### src/rtl/fmv_pkg.sv
package fmv_pkg;
    localparam int XLEN    = 32;
    localparam int FIELD_W = 4;
    localparam int IDX_W   = 3;
    localparam int NFIELDS = XLEN / FIELD_W;

    localparam logic [5:0] PRIM_OP = 6'd63;
    localparam logic [9:0] EXT_OP  = 10'd64;

    // Vector index of MSB-0 status bit n is XLEN-1-n
    localparam int FEX_IX = XLEN - 1 - 1;
    localparam int VX_IX  = XLEN - 1 - 2;
    localparam int OX_IX  = XLEN - 1 - 3;
    localparam int UX_IX  = XLEN - 1 - 4;
    localparam int ZX_IX  = XLEN - 1 - 5;
    localparam int XX_IX  = XLEN - 1 - 6;
    localparam int VE_IX  = XLEN - 1 - 24;
    localparam int OE_IX  = XLEN - 1 - 25;
    localparam int UE_IX  = XLEN - 1 - 26;
    localparam int ZE_IX  = XLEN - 1 - 27;
    localparam int XE_IX  = XLEN - 1 - 28;

    // sticky flags: MSB-0 0, 3..12, 21..23
    localparam logic [XLEN-1:0] STICKY_MASK = 32'h9FF8_0700;
    // invalid-operation detail flags: MSB-0 7..12, 21..23
    localparam logic [XLEN-1:0] VXANY_MASK  = 32'h01F8_0700;

    typedef struct packed {
        logic [XLEN-1:0] cr;
        logic [XLEN-1:0] fpscr;
        logic            valid;
        logic            illegal;
    } fmv_state_t;
endpackage

### src/rtl/fmv_decode.sv
module fmv_decode
    import fmv_pkg::*;
(
    input  logic [XLEN-1:0]  instr_i,
    output logic             match_o,
    output logic             illegal_o,
    output logic [IDX_W-1:0] dst_idx_o,
    output logic [IDX_W-1:0] src_idx_o
);
    logic rsvd_set;

    assign match_o   = (instr_i[31:26] == PRIM_OP) && (instr_i[10:1] == EXT_OP);
    assign rsvd_set  = (|instr_i[22:21]) | (|instr_i[17:11]) | instr_i[0];
    assign illegal_o = match_o && rsvd_set;
    assign dst_idx_o = instr_i[25:23];
    assign src_idx_o = instr_i[20:18];
endmodule

### src/rtl/fmv_field_pick.sv
module fmv_field_pick #(
    parameter int W  = 32,
    parameter int FW = 4,
    parameter int IW = 3
) (
    input  logic [W-1:0]  word_i,
    input  logic [IW-1:0] idx_i,
    output logic [FW-1:0] nib_o,
    output logic [W-1:0]  mask_o
);
    localparam int NF = W / FW;

    for (genvar f = 0; f < NF; f++) begin : g_mask
        assign mask_o[W-1-f*FW -: FW] = (idx_i == IW'(f)) ? {FW{1'b1}} : {FW{1'b0}};
    end

    always_comb begin
        nib_o = '0;
        for (int f = 0; f < NF; f++) begin
            if (idx_i == IW'(f)) nib_o = word_i[W-1-f*FW -: FW];
        end
    end
endmodule

### src/rtl/fmv_cr_insert.sv
module fmv_cr_insert #(
    parameter int W  = 32,
    parameter int FW = 4,
    parameter int IW = 3
) (
    input  logic [W-1:0]  cr_i,
    input  logic [IW-1:0] idx_i,
    input  logic [FW-1:0] nib_i,
    output logic [W-1:0]  cr_o,
    output logic [W-1:0]  mask_o
);
    localparam int NF = W / FW;

    for (genvar f = 0; f < NF; f++) begin : g_fld
        logic hit;
        assign hit = (idx_i == IW'(f));
        assign cr_o[W-1-f*FW -: FW]   = hit ? nib_i : cr_i[W-1-f*FW -: FW];
        assign mask_o[W-1-f*FW -: FW] = hit ? {FW{1'b1}} : {FW{1'b0}};
    end
endmodule

### src/rtl/fmv_status_fix.sv
module fmv_status_fix
    import fmv_pkg::*;
(
    input  logic [XLEN-1:0] fpscr_i,
    input  logic [XLEN-1:0] sel_mask_i,
    output logic [XLEN-1:0] fpscr_o
);
    logic [XLEN-1:0] cleared;
    logic            vx_new;
    logic            fex_new;

    always_comb begin
        cleared = fpscr_i & ~(sel_mask_i & STICKY_MASK);
        vx_new  = |(cleared & VXANY_MASK);
        fex_new = (vx_new          & cleared[VE_IX]) |
                  (cleared[OX_IX]  & cleared[OE_IX]) |
                  (cleared[UX_IX]  & cleared[UE_IX]) |
                  (cleared[ZX_IX]  & cleared[ZE_IX]) |
                  (cleared[XX_IX]  & cleared[XE_IX]);
        fpscr_o         = cleared;
        fpscr_o[VX_IX]  = vx_new;
        fpscr_o[FEX_IX] = fex_new;
    end
endmodule

### src/rtl/fpscr_crf_move.sv
module fpscr_crf_move
    import fmv_pkg::*;
(
    input  logic            clk,
    input  logic            rst_n,
    input  logic [XLEN-1:0] instr_i,
    input  logic [XLEN-1:0] fpscr_i,
    input  logic [XLEN-1:0] cr_i,
    output logic [XLEN-1:0] cr_o,
    output logic [XLEN-1:0] fpscr_o,
    output logic            valid_o,
    output logic            illegal_o
);
    logic               dec_match;
    logic               dec_illegal;
    logic [IDX_W-1:0]   dst_idx;
    logic [IDX_W-1:0]   src_idx;
    logic [FIELD_W-1:0] src_nib;
    logic [XLEN-1:0]    src_mask;
    logic [XLEN-1:0]    dst_mask;
    logic [XLEN-1:0]    cr_ins;
    logic [XLEN-1:0]    fpscr_fix;
    logic               do_move;
    fmv_state_t         st_d;
    fmv_state_t         st_q;

    fmv_decode u_dec (
        .instr_i   (instr_i),
        .match_o   (dec_match),
        .illegal_o (dec_illegal),
        .dst_idx_o (dst_idx),
        .src_idx_o (src_idx)
    );

    fmv_field_pick #(.W(XLEN), .FW(FIELD_W), .IW(IDX_W)) u_pick (
        .word_i (fpscr_i),
        .idx_i  (src_idx),
        .nib_o  (src_nib),
        .mask_o (src_mask)
    );

    fmv_cr_insert #(.W(XLEN), .FW(FIELD_W), .IW(IDX_W)) u_ins (
        .cr_i   (cr_i),
        .idx_i  (dst_idx),
        .nib_i  (src_nib),
        .cr_o   (cr_ins),
        .mask_o (dst_mask)
    );

    fmv_status_fix u_fix (
        .fpscr_i    (fpscr_i),
        .sel_mask_i (src_mask),
        .fpscr_o    (fpscr_fix)
    );

    assign do_move = dec_match && !dec_illegal;

    always_comb begin
        st_d.valid   = dec_match;
        st_d.illegal = dec_illegal;
        st_d.cr      = do_move ? cr_ins    : cr_i;
        st_d.fpscr   = do_move ? fpscr_fix : fpscr_i;
    end

    always_ff @(posedge clk) begin
        if (!rst_n) st_q <= '0;
        else        st_q <= st_d;
    end

    assign cr_o      = st_q.cr;
    assign fpscr_o   = st_q.fpscr;
    assign valid_o   = st_q.valid;
    assign illegal_o = st_q.illegal;


    illegal_implies_valid_chk: assert property (@(posedge clk) disable iff (!rst_n)
        illegal_o |-> valid_o);


    cr_other_fields_chk: assert property (@(posedge clk) disable iff (!rst_n)
        do_move |=> ((cr_o ^ $past(cr_i)) & ~$past(dst_mask)) == '0);


    sticky_cleared_chk: assert property (@(posedge clk) disable iff (!rst_n)
        do_move |=> (fpscr_o & $past(src_mask) & STICKY_MASK) == '0);


    untouched_bits_chk: assert property (@(posedge clk) disable iff (!rst_n)
        do_move |=> ((fpscr_o ^ $past(fpscr_i)) & ~STICKY_MASK
                     & ~(32'h1 << VX_IX) & ~(32'h1 << FEX_IX)) == '0);


    vx_summary_chk: assert property (@(posedge clk) disable iff (!rst_n)
        do_move |=> fpscr_o[VX_IX] == (|(fpscr_o & VXANY_MASK)));


    illegal_passthru_chk: assert property (@(posedge clk) disable iff (!rst_n)
        dec_illegal |=> (cr_o == $past(cr_i)) && (fpscr_o == $past(fpscr_i)));


    nomatch_passthru_chk: assert property (@(posedge clk) disable iff (!rst_n)
        !dec_match |=> (cr_o == $past(cr_i)) && (fpscr_o == $past(fpscr_i)) && !valid_o);
endmodule

### config.mk
export PLATFORM = sky130hd
export DESIGN_NAME = fpscr_crf_move
export DESIGN_NICKNAME = d
export VERILOG_FILES = /design/src/rtl/fmv_pkg.sv /design/src/rtl/fmv_decode.sv /design/src/rtl/fmv_field_pick.sv /design/src/rtl/fmv_cr_insert.sv /design/src/rtl/fmv_status_fix.sv /design/src/rtl/fpscr_crf_move.sv
export SDC_FILE = /design/constraint.sdc
export NUM_CORES = 1
export LEC_CHECK = 0
export CAP_MARGIN = 15
export CORE_ASPECT_RATIO = 1.2
export CORE_UTILIZATION = 35
export CTS_CLUSTER_DIAMETER = 40
export DETAILED_ROUTE_END_ITERATION = 10
export GPL_ROUTABILITY_DRIVEN = 0
export PLACE_DENSITY = 0.75
export SETUP_SLACK_MARGIN = 0.15
export SLEW_MARGIN = 20
export SYNTH_ARGS = -nofsm -noshare
export SYNTH_HDL_FRONTEND = slang
export SYNTH_SLANG_ARGS = --single-unit
### constraint.sdc
create_clock -name clk -period 2.2 [get_ports clk]
set_input_delay 0.22 -clock clk [delete_from_list [all_inputs] [get_ports clk]]
set_output_delay 0.22 -clock clk [all_outputs]
set_load 0.005 [all_outputs]
==> summary by stage, run 1 <==
Outcome
The flow ran to the end, and the final reports show no timing, DRC or antenna violations.

Die
The floorplan die height is between 90 and 100 um. The area of the die is 8309 um^2. The number of placement rows is 35. The horizontal die dimension is approximately 83 um. The total area inside the core boundary comes to between 7000 and 8000 um^2. The starting density of the core is between 30% and 40%. 164 I/O pins were placed.

Detailed routing
The wire length on met3 is roughly 810 um. The wire length reported by the detailed router is 8656 um. The post-detailed-route count of antenna-violating nets is 0. Wire segments on met2 add up to 4485 um in the final route. In the routed design, unresolved DRC markers number 0.

The number of vias per cell is 4.893. The number of vias in the routed layout is about 2600. The wire length on met1 is ~3200 um. The average detailed-routed wire length per instance is between 15 and 20 um.

The first TritonRoute pass finished after 4 iterations. The highest metal layer carrying signal wires in the routed design is met4. After the first detailed-routing iteration, the DRC count stood at 53.

Setup path
The critical path contains buffers and inverters numbering 2 combined. Traced cell by cell, the critical path runs through clkdlybuf4s50_1 -> nor4b_2 -> nand4_4 -> buf_12 -> nor4_4 -> mux2i_1 -> nor2_1. The class of the most critical setup path is input port to flop.

The kind of start point of the critical path is an input port. Broken down by cell family, the worst path's largest delay share belongs to simple AND/OR/NAND/NOR gates. STA classifies the critical path endpoint as a flop. Data on the critical path is required at its endpoint by roughly 2.4 ns. The slowest library cell on the worst path is clkdlybuf4s50_1. The critical path's largest stage delay is 0.45 ns. For the worst setup path, the data arrival time is 2.09 ns. The largest fanout on the critical path is 10.

Clock tree
No sink is reached through more buffers than the 2 on the longest clock path. CTS placed an instance of clkbuf_8 at the clock tree root. The H-tree generated during clock tree synthesis spans 3 levels. The count of hold buffers inserted by post-cts repair is 0.

The clock transition at the registers of the reported paths is 0.08 ns. TritonCTS built the clock tree. The clock net in this run drives a total of between 60 and 70 sinks.

TritonCTS created 9 clock buffers.

STA
The clock period minus final worst setup slack is between 1.5 and 2 ns. The number of endpoints with negative hold slack in the final report was 0. The relative max-transition margin is about 73%. The final period utilization is 84.86%. Setup repair after global routing left no endpoint under its margin. For the pin with the worst max-slew slack, the measured transition is between 0.4 and 0.5 ns. The worst slack on hold paths is between 0.4 and 0.5 ns.

The number of pins exceeding their max-slew limit in the final report is 0. The upper clock frequency limit is approximately 540 MHz. Setup violations remaining at the end of the flow were counted as 0.

Logic synthesis
The number of nets in the synthesized netlist is around 350. In this run, synthesis inferred 0 flip-flops with an integrated enable. For this run, asynchronously set or reset flops after synthesis account for 0%. The number of storage elements in the synthesis netlist is 66.

The prevailing post-synth register cell is dfxtp_1. The post-synthesis average cell area is between 10 and 15 um^2. Synthesis produced between 200 and 300 cells. The count of cell types in the netlist is 39.

In this run the cell area of the synthesized design comes to 2781 um^2. The yosys synthesis warning count is 0. Sequential elements use between 40% and 50% of the synthesized area.

Pwr
The completed layout was analyzed and its total power is 2.845 mW. Dividing total power by cell area gives a power density of between 500 and 600 nW/um^2. In this run the static leakage power is roughly 2 nW. IR analysis of the VDD net gives a maximum drop of approximately 370 uV.

Placed design
The post-DP HPWL is 6670 um. The number of instances in the placed design is around 520. The count of buffers added on input and output ports is 163. In this run the cell area measured after placement is around 4700 um^2.

Layout
The post-route netlist has between 15 and 20% of its cells at a drive strength greater than 1. The number of diodes is 0. The multi-input combinational cells in the finished layout cover a total of 1393 um^2. The layout has 640 filler cells. The post-route cell area is 4880 um^2. The final net count is approximately 530. The most common library cell in the layout ignoring fill and taps is clkdlybuf4s50_1. The post-route core utilization is around 63%. From synthesis to final layout, the design area changed by 75.44%. The register area is between 1000 and 1500 um^2. The final cell count without fillers is approximately 530. The top cell types in the final layout, fill and taps aside, are clkdlybuf4s50_1, dfxtp_1, nor2_1, mux2i_1, buf_4.

Flow run
The tool flagged a number of max-cap violations equal to 0.

GRT
The global-route wire length before repair is between 10000 and 15000 um. The aggregate global-route resource usage is 21.21%. The pin count of the biggest net entering global routing is 30.

The number of antenna violations at the first check in global routing is 0. The final global-route overflow total is 0. The via count of the first global-routing pass is around 2700.

Hold path
The path class of the tightest hold or removal check is input port to flop.
[per-layer routing]
metal	up-vias	track usage, %
met5	-	0
met1	1190	21.41
met4	0	9.284
met3	12	6.639
met2	137	39.91
li1	1259	-
[stage by stage]
stage | setup TNS, ns | setup slack, ns
after floorplan | 0 | 0.3288
after detailed placement | -2.639 | -0.1986
final | 0 | 0.3331
after global routing | 0 | 0.2335
after global placement | -1.251 | -0.1298
after CTS | 0 | 0.1602
[registers in the layout, summed over array words and instances, names as in the netlist]
name / cells
valid_o: 1
illegal_o: 1
fpscr_o: 32
cr_o: 32
[power by group]
part | switching (mW) | leakage (nW) | internal [mW]
clock | 0.506 | 0.0962 | 0.531
combinational | 0.194 | 1.30 | 0.343
sequential | 0.0161 | 0.550 | 1.26
total | 0.716 | 1.95 | 2.13
[synthesized netlist by cell type (all sizes together), types with 2 or more instances]
cell | n | share of area (%)
nor4 | 10 | 6.3
mux2 | 5 | 2.0
a21oi | 2 | 0.36
o21ai | 3 | 0.54
nand4 | 2 | 0.99
and2 | 16 | 3.6
buf | 3 | 0.54
mux4 | 8 | 6.5
clkbuf | 9 | 1.2
inv | 4 | 0.54
nor2 | 42 | 5.7
nor3 | 3 | 1.3
a31oi | 2 | 0.45
dfxtp | 66 | 48
nand3 | 2 | 0.36
or4 | 3 | 0.94
nand2 | 10 | 1.3
nand3b | 5 | 1.3
nor4b | 2 | 0.85
mux2i | 33 | 12
and3 | 8 | 1.8
[logic make-up after synthesis]
kind of cell           count (synthesis)  synth area share [%]
flip-flops                            66                 47.50
multiplexers                          46                 20.38
buffers and inverters                 17                 2.429
AO/OA/AOI/OAI                         13                 3.239
AND/OR/NAND/NOR                      108                 26.45
[area by class of cell]
type	instances	share of cell area, %
sequential	66	27.08
clock inverter	7	1.564
clock buffer	9	2.538
timing repair buffer	185	37.54
multi-input combinational	167	28.54
inverter	5	0.3846
tap	92	2.359
[final timing paths]
check / slack (ns) / to / from / depth (start not counted)
worst max-delay path: 0.33 / cr_o[9] / instr_i[3] / 7
worst min-delay path: 0.44 / fpscr_o[31] / fpscr_i[31] / 3
[repair_timing]
action                                  4_1_cts  5_1_grt
endpoints found under the setup margin        0        7
setup buffers                                 0        0
resized for setup                             0        4
No activity file was read; power rests on OpenSTA's default activity.
==> inputs of run 2 (changes only) <==
- clock period: 2.2 -> 1.8 ns (I/O delays scaled with it)
==> run 2 against run 1 <==
Effect of this change:
- via count increased by 7.2%
- largest cell class unchanged
- die area unchanged
- wire length increased by 5.8%
- critical endpoint is now cr_o[15]
- count of clock-buffer cells in the layout unchanged
- critical path type unchanged
- global-route usage increased by 1.4 points
- first-iteration DRC count increased by 62%
- combinational power increased by 34%
- worst hold slack got worse by 0.23 ns
==> summary by stage, run 2 (synthesized netlist as in run 1, its figures left out) <==
Outcome
The run finished with clean final reports.

Clock tree
TritonCTS built the clock tree. The clock root buffer is clkbuf_8. The clock transition at the registers of the reported paths is 0.07 ns (about the same). The count of hold buffers inserted by post-cts repair came to 0 (unchanged).

The number of buffers added by the clock tree synthesis step is 9 (unchanged). The number of sinks driven by the clock tree was 66 (unchanged). The total number of H-tree levels came to 3 (unchanged). The number of buffers on the longest clock path is 2 (unchanged).

Pwr
The switching share of total power came to 26.49% (+1.3 points). The peak supply drop is 497.8 uV (+36%). The share of total power in combinational logic came to 21.3% (+2.4 points). The power share of the sequential group came to 45.9% (+1.2 points). The switching power came to 0.8975 mW (+25%). The power share of the clock group is 32.8% (-3.6 points).

The leakage power of the design came to 2.211 nW (+13%). The internal power component is 2.490 mW (+17%). The power per cell area was 646.3 nW/um^2 (+11%).

Setup path
The worst setup path is captured at a flop. By startpoint and endpoint, the worst setup path is classified as input port to flop. The start point of the critical path is instr_i[11]. The capturing instance or port of the critical path is cr_o[15].

The largest fanout on the critical path is 4 (-6). The required time reported for the critical path endpoint is 2.04 ns (-0.38 ns). The data arrival time of the worst path is 1.89 ns (-0.20 ns).

The kind of start point of the critical path is an input port.

Hold path
The min-delay analysis places its worst path in the category input port to flop. The hold path depth is 4 (+1).

GRT
The final global-route overflow total was 0 (unchanged). The via count of the first global-routing pass came to 2956 (+11%). The pin count of the biggest net entering global routing is 30 (unchanged). The aggregate global-route resource usage is 22.60% (+1.4 points). The number of antenna violations at the first check in global routing is 0 (unchanged). The global-route wire length before repair is 14570 um (+8.6%).

Die
The floorplan die height is 99.66 um (unchanged). The number of placement rows is 35 (unchanged). The starting density of the core is 36.09% (unchanged). The I/O pin count is 164 (unchanged). The horizontal die dimension came to 83.38 um (unchanged). The area of the die is 8309 um^2 (unchanged). The area of the core region is 7707 um^2 (unchanged).

Layout
The final net count is 563 (+5.8%). The number of diodes is 0 (unchanged). The most common library cell in the layout ignoring fill and taps is clkdlybuf4s50_1.

The final cell count without fillers is 562 (+5.8%). Relative to the synthesized area, the layout overhead comes to 88.44%. The layout cell share with drive strength beyond 1 is 24.89% (+9.9 points). In the layout the commonest cells are clkdlybuf4s50_1, dfxtp_1, buf_4, nor2_1, mux2i_1. The total of fill cells in the finished design is 594 (-7.2%).

STA
The relative max-transition margin is 73.69% (+1.1 points). The worst path in the final design needs a cycle of 1.656 ns, including I/O delays and setup. The worst-case setup margin in the final layout was 0.1439 ns (-0.1892 ns). The final setup violation count came to 0 (unchanged). The transition at the pin with the smallest max-transition slack is 0.3946 ns (-0.01403 ns). The number of pins exceeding their max-slew limit in the final report came to 0 (unchanged). The number of endpoints with negative hold slack in the final report is 0 (unchanged). The worst slack on hold paths was 0.2164 ns (-0.2278 ns). Setup repair after global routing could not meet its margin everywhere. After layout, the worst path uses just over 90% of the clock period. Derived from the worst setup path, the maximum achievable clock frequency is 603.8 MHz. The post-route setup TNS is 0 ns (unchanged).

Placed design
The post-DP HPWL is 6773 um (+1.6%). The count of buffers from port buffering is 163 (unchanged). The number of instances in the placed design is 536 (+4.1%). The setup slack at placement is -0.5746 ns (-0.3760 ns).

Detailed routing
The count of unresolved DRC violations after routing is 0 (unchanged). The average detailed-routed wire length per instance is 16.30 um (about the same). The number of vias per cell was 4.957 (+1.3%). The wire length reported by the detailed router is 9162 um (+5.8%). The initial detailed-routing violation count is 86 (+62%). The number of vias in the routed layout is 2786 (+7.2%). The total iterations of the first detailed-routing run came to 6 (+2).

The post-detailed-route count of antenna-violating nets is 0 (unchanged).

Flow run
The number of maximum-capacitance constraint violations is 0 (unchanged).
## run 2: cell count changes in the layout (fill, tap and decap cells not counted), sizes merged
cell           delta
bufbuf            +1
clkinv            +2
dlygate4sd2       +6
clkdlybuf4s15     +2
clkbuf            +8
clkdlybuf4s50    -20
bufinv            -1
dlymetal6s2s      +2
buf              +32
inv               -2
clkinvlp          +1
## run 2: final cells by class
| type | count | area (um^2) | area share [%] |
|---|---|---|---|
| multi-input combinational | 167 | 1501 | 28.65 |
| clock buffer | 9 | 123.9 | 2.363 |
| tap | 92 | 115.1 | 2.196 |
| sequential | 66 | 1321 | 25.21 |
| clock inverter | 7 | 46.29 | 0.8833 |
| inverter | 5 | 18.77 | 0.3581 |
| timing repair buffer | 216 | 2115 | 40.34 |
## run 2: worst max-delay path: stages
cell,delay (ns)
buf_6,0.09
or4_4,0.56
or4b_4,0.51
nor3_4,0.25
mux2i_1,0.24
nor2_1,0.07
## run 2: worst min path at each step
stage / start / slack, ns / to
after global routing: instr_i[9] / 0.24 / valid_o
after CTS: instr_i[10] / 0.33 / valid_o
final: instr_i[9] / 0.22 / valid_o
after detailed placement: fpscr_i[31] / 0.75 / fpscr_o[31]
after global placement: fpscr_i[31] / 0.75 / fpscr_o[31]
after floorplan: fpscr_i[10] / 0.29 / fpscr_o[10]
## run 2: metrics by stage
step                      cell area, um^2  util (%)  power [mW]
after floorplan                      2803         -       1.785
after global placement               4870     63.18       2.279
after detailed placement             4870     63.18       2.290
after CTS                            5184     67.26       3.407
after global routing                 5241     68.00       3.547
final                                5241     68.00       3.387
## run 2: timing repair
item,CTS,global route
endpoints found under the setup margin,45,47
pin swaps,18,20
setup buffers,7,1
cloned,1,1
gates resized for setup,40,27
## run 2: power by group through the flow
stage          Clock [mW]  Combinational (mW)  Sequential (mW)
2_1_floorplan           0               0.186             1.60
3_3_place_gp            0               0.690             1.59
3_5_place_dp            0               0.700             1.59
4_1_cts              1.13               0.720             1.56
5_1_grt              1.21               0.772             1.56
6_report             1.11               0.720             1.56
## run 2: per-layer routing
metal / vias to the layer above / global-route usage [%] / share of wire (%)
met5: - / 0 / 0
met4: 0 / 8.355 / 2.1
li1: 1326 / - / -
met3: 15 / 8.050 / 8.4
met2: 132 / 41.11 / 52
met1: 1313 / 23.96 / 37
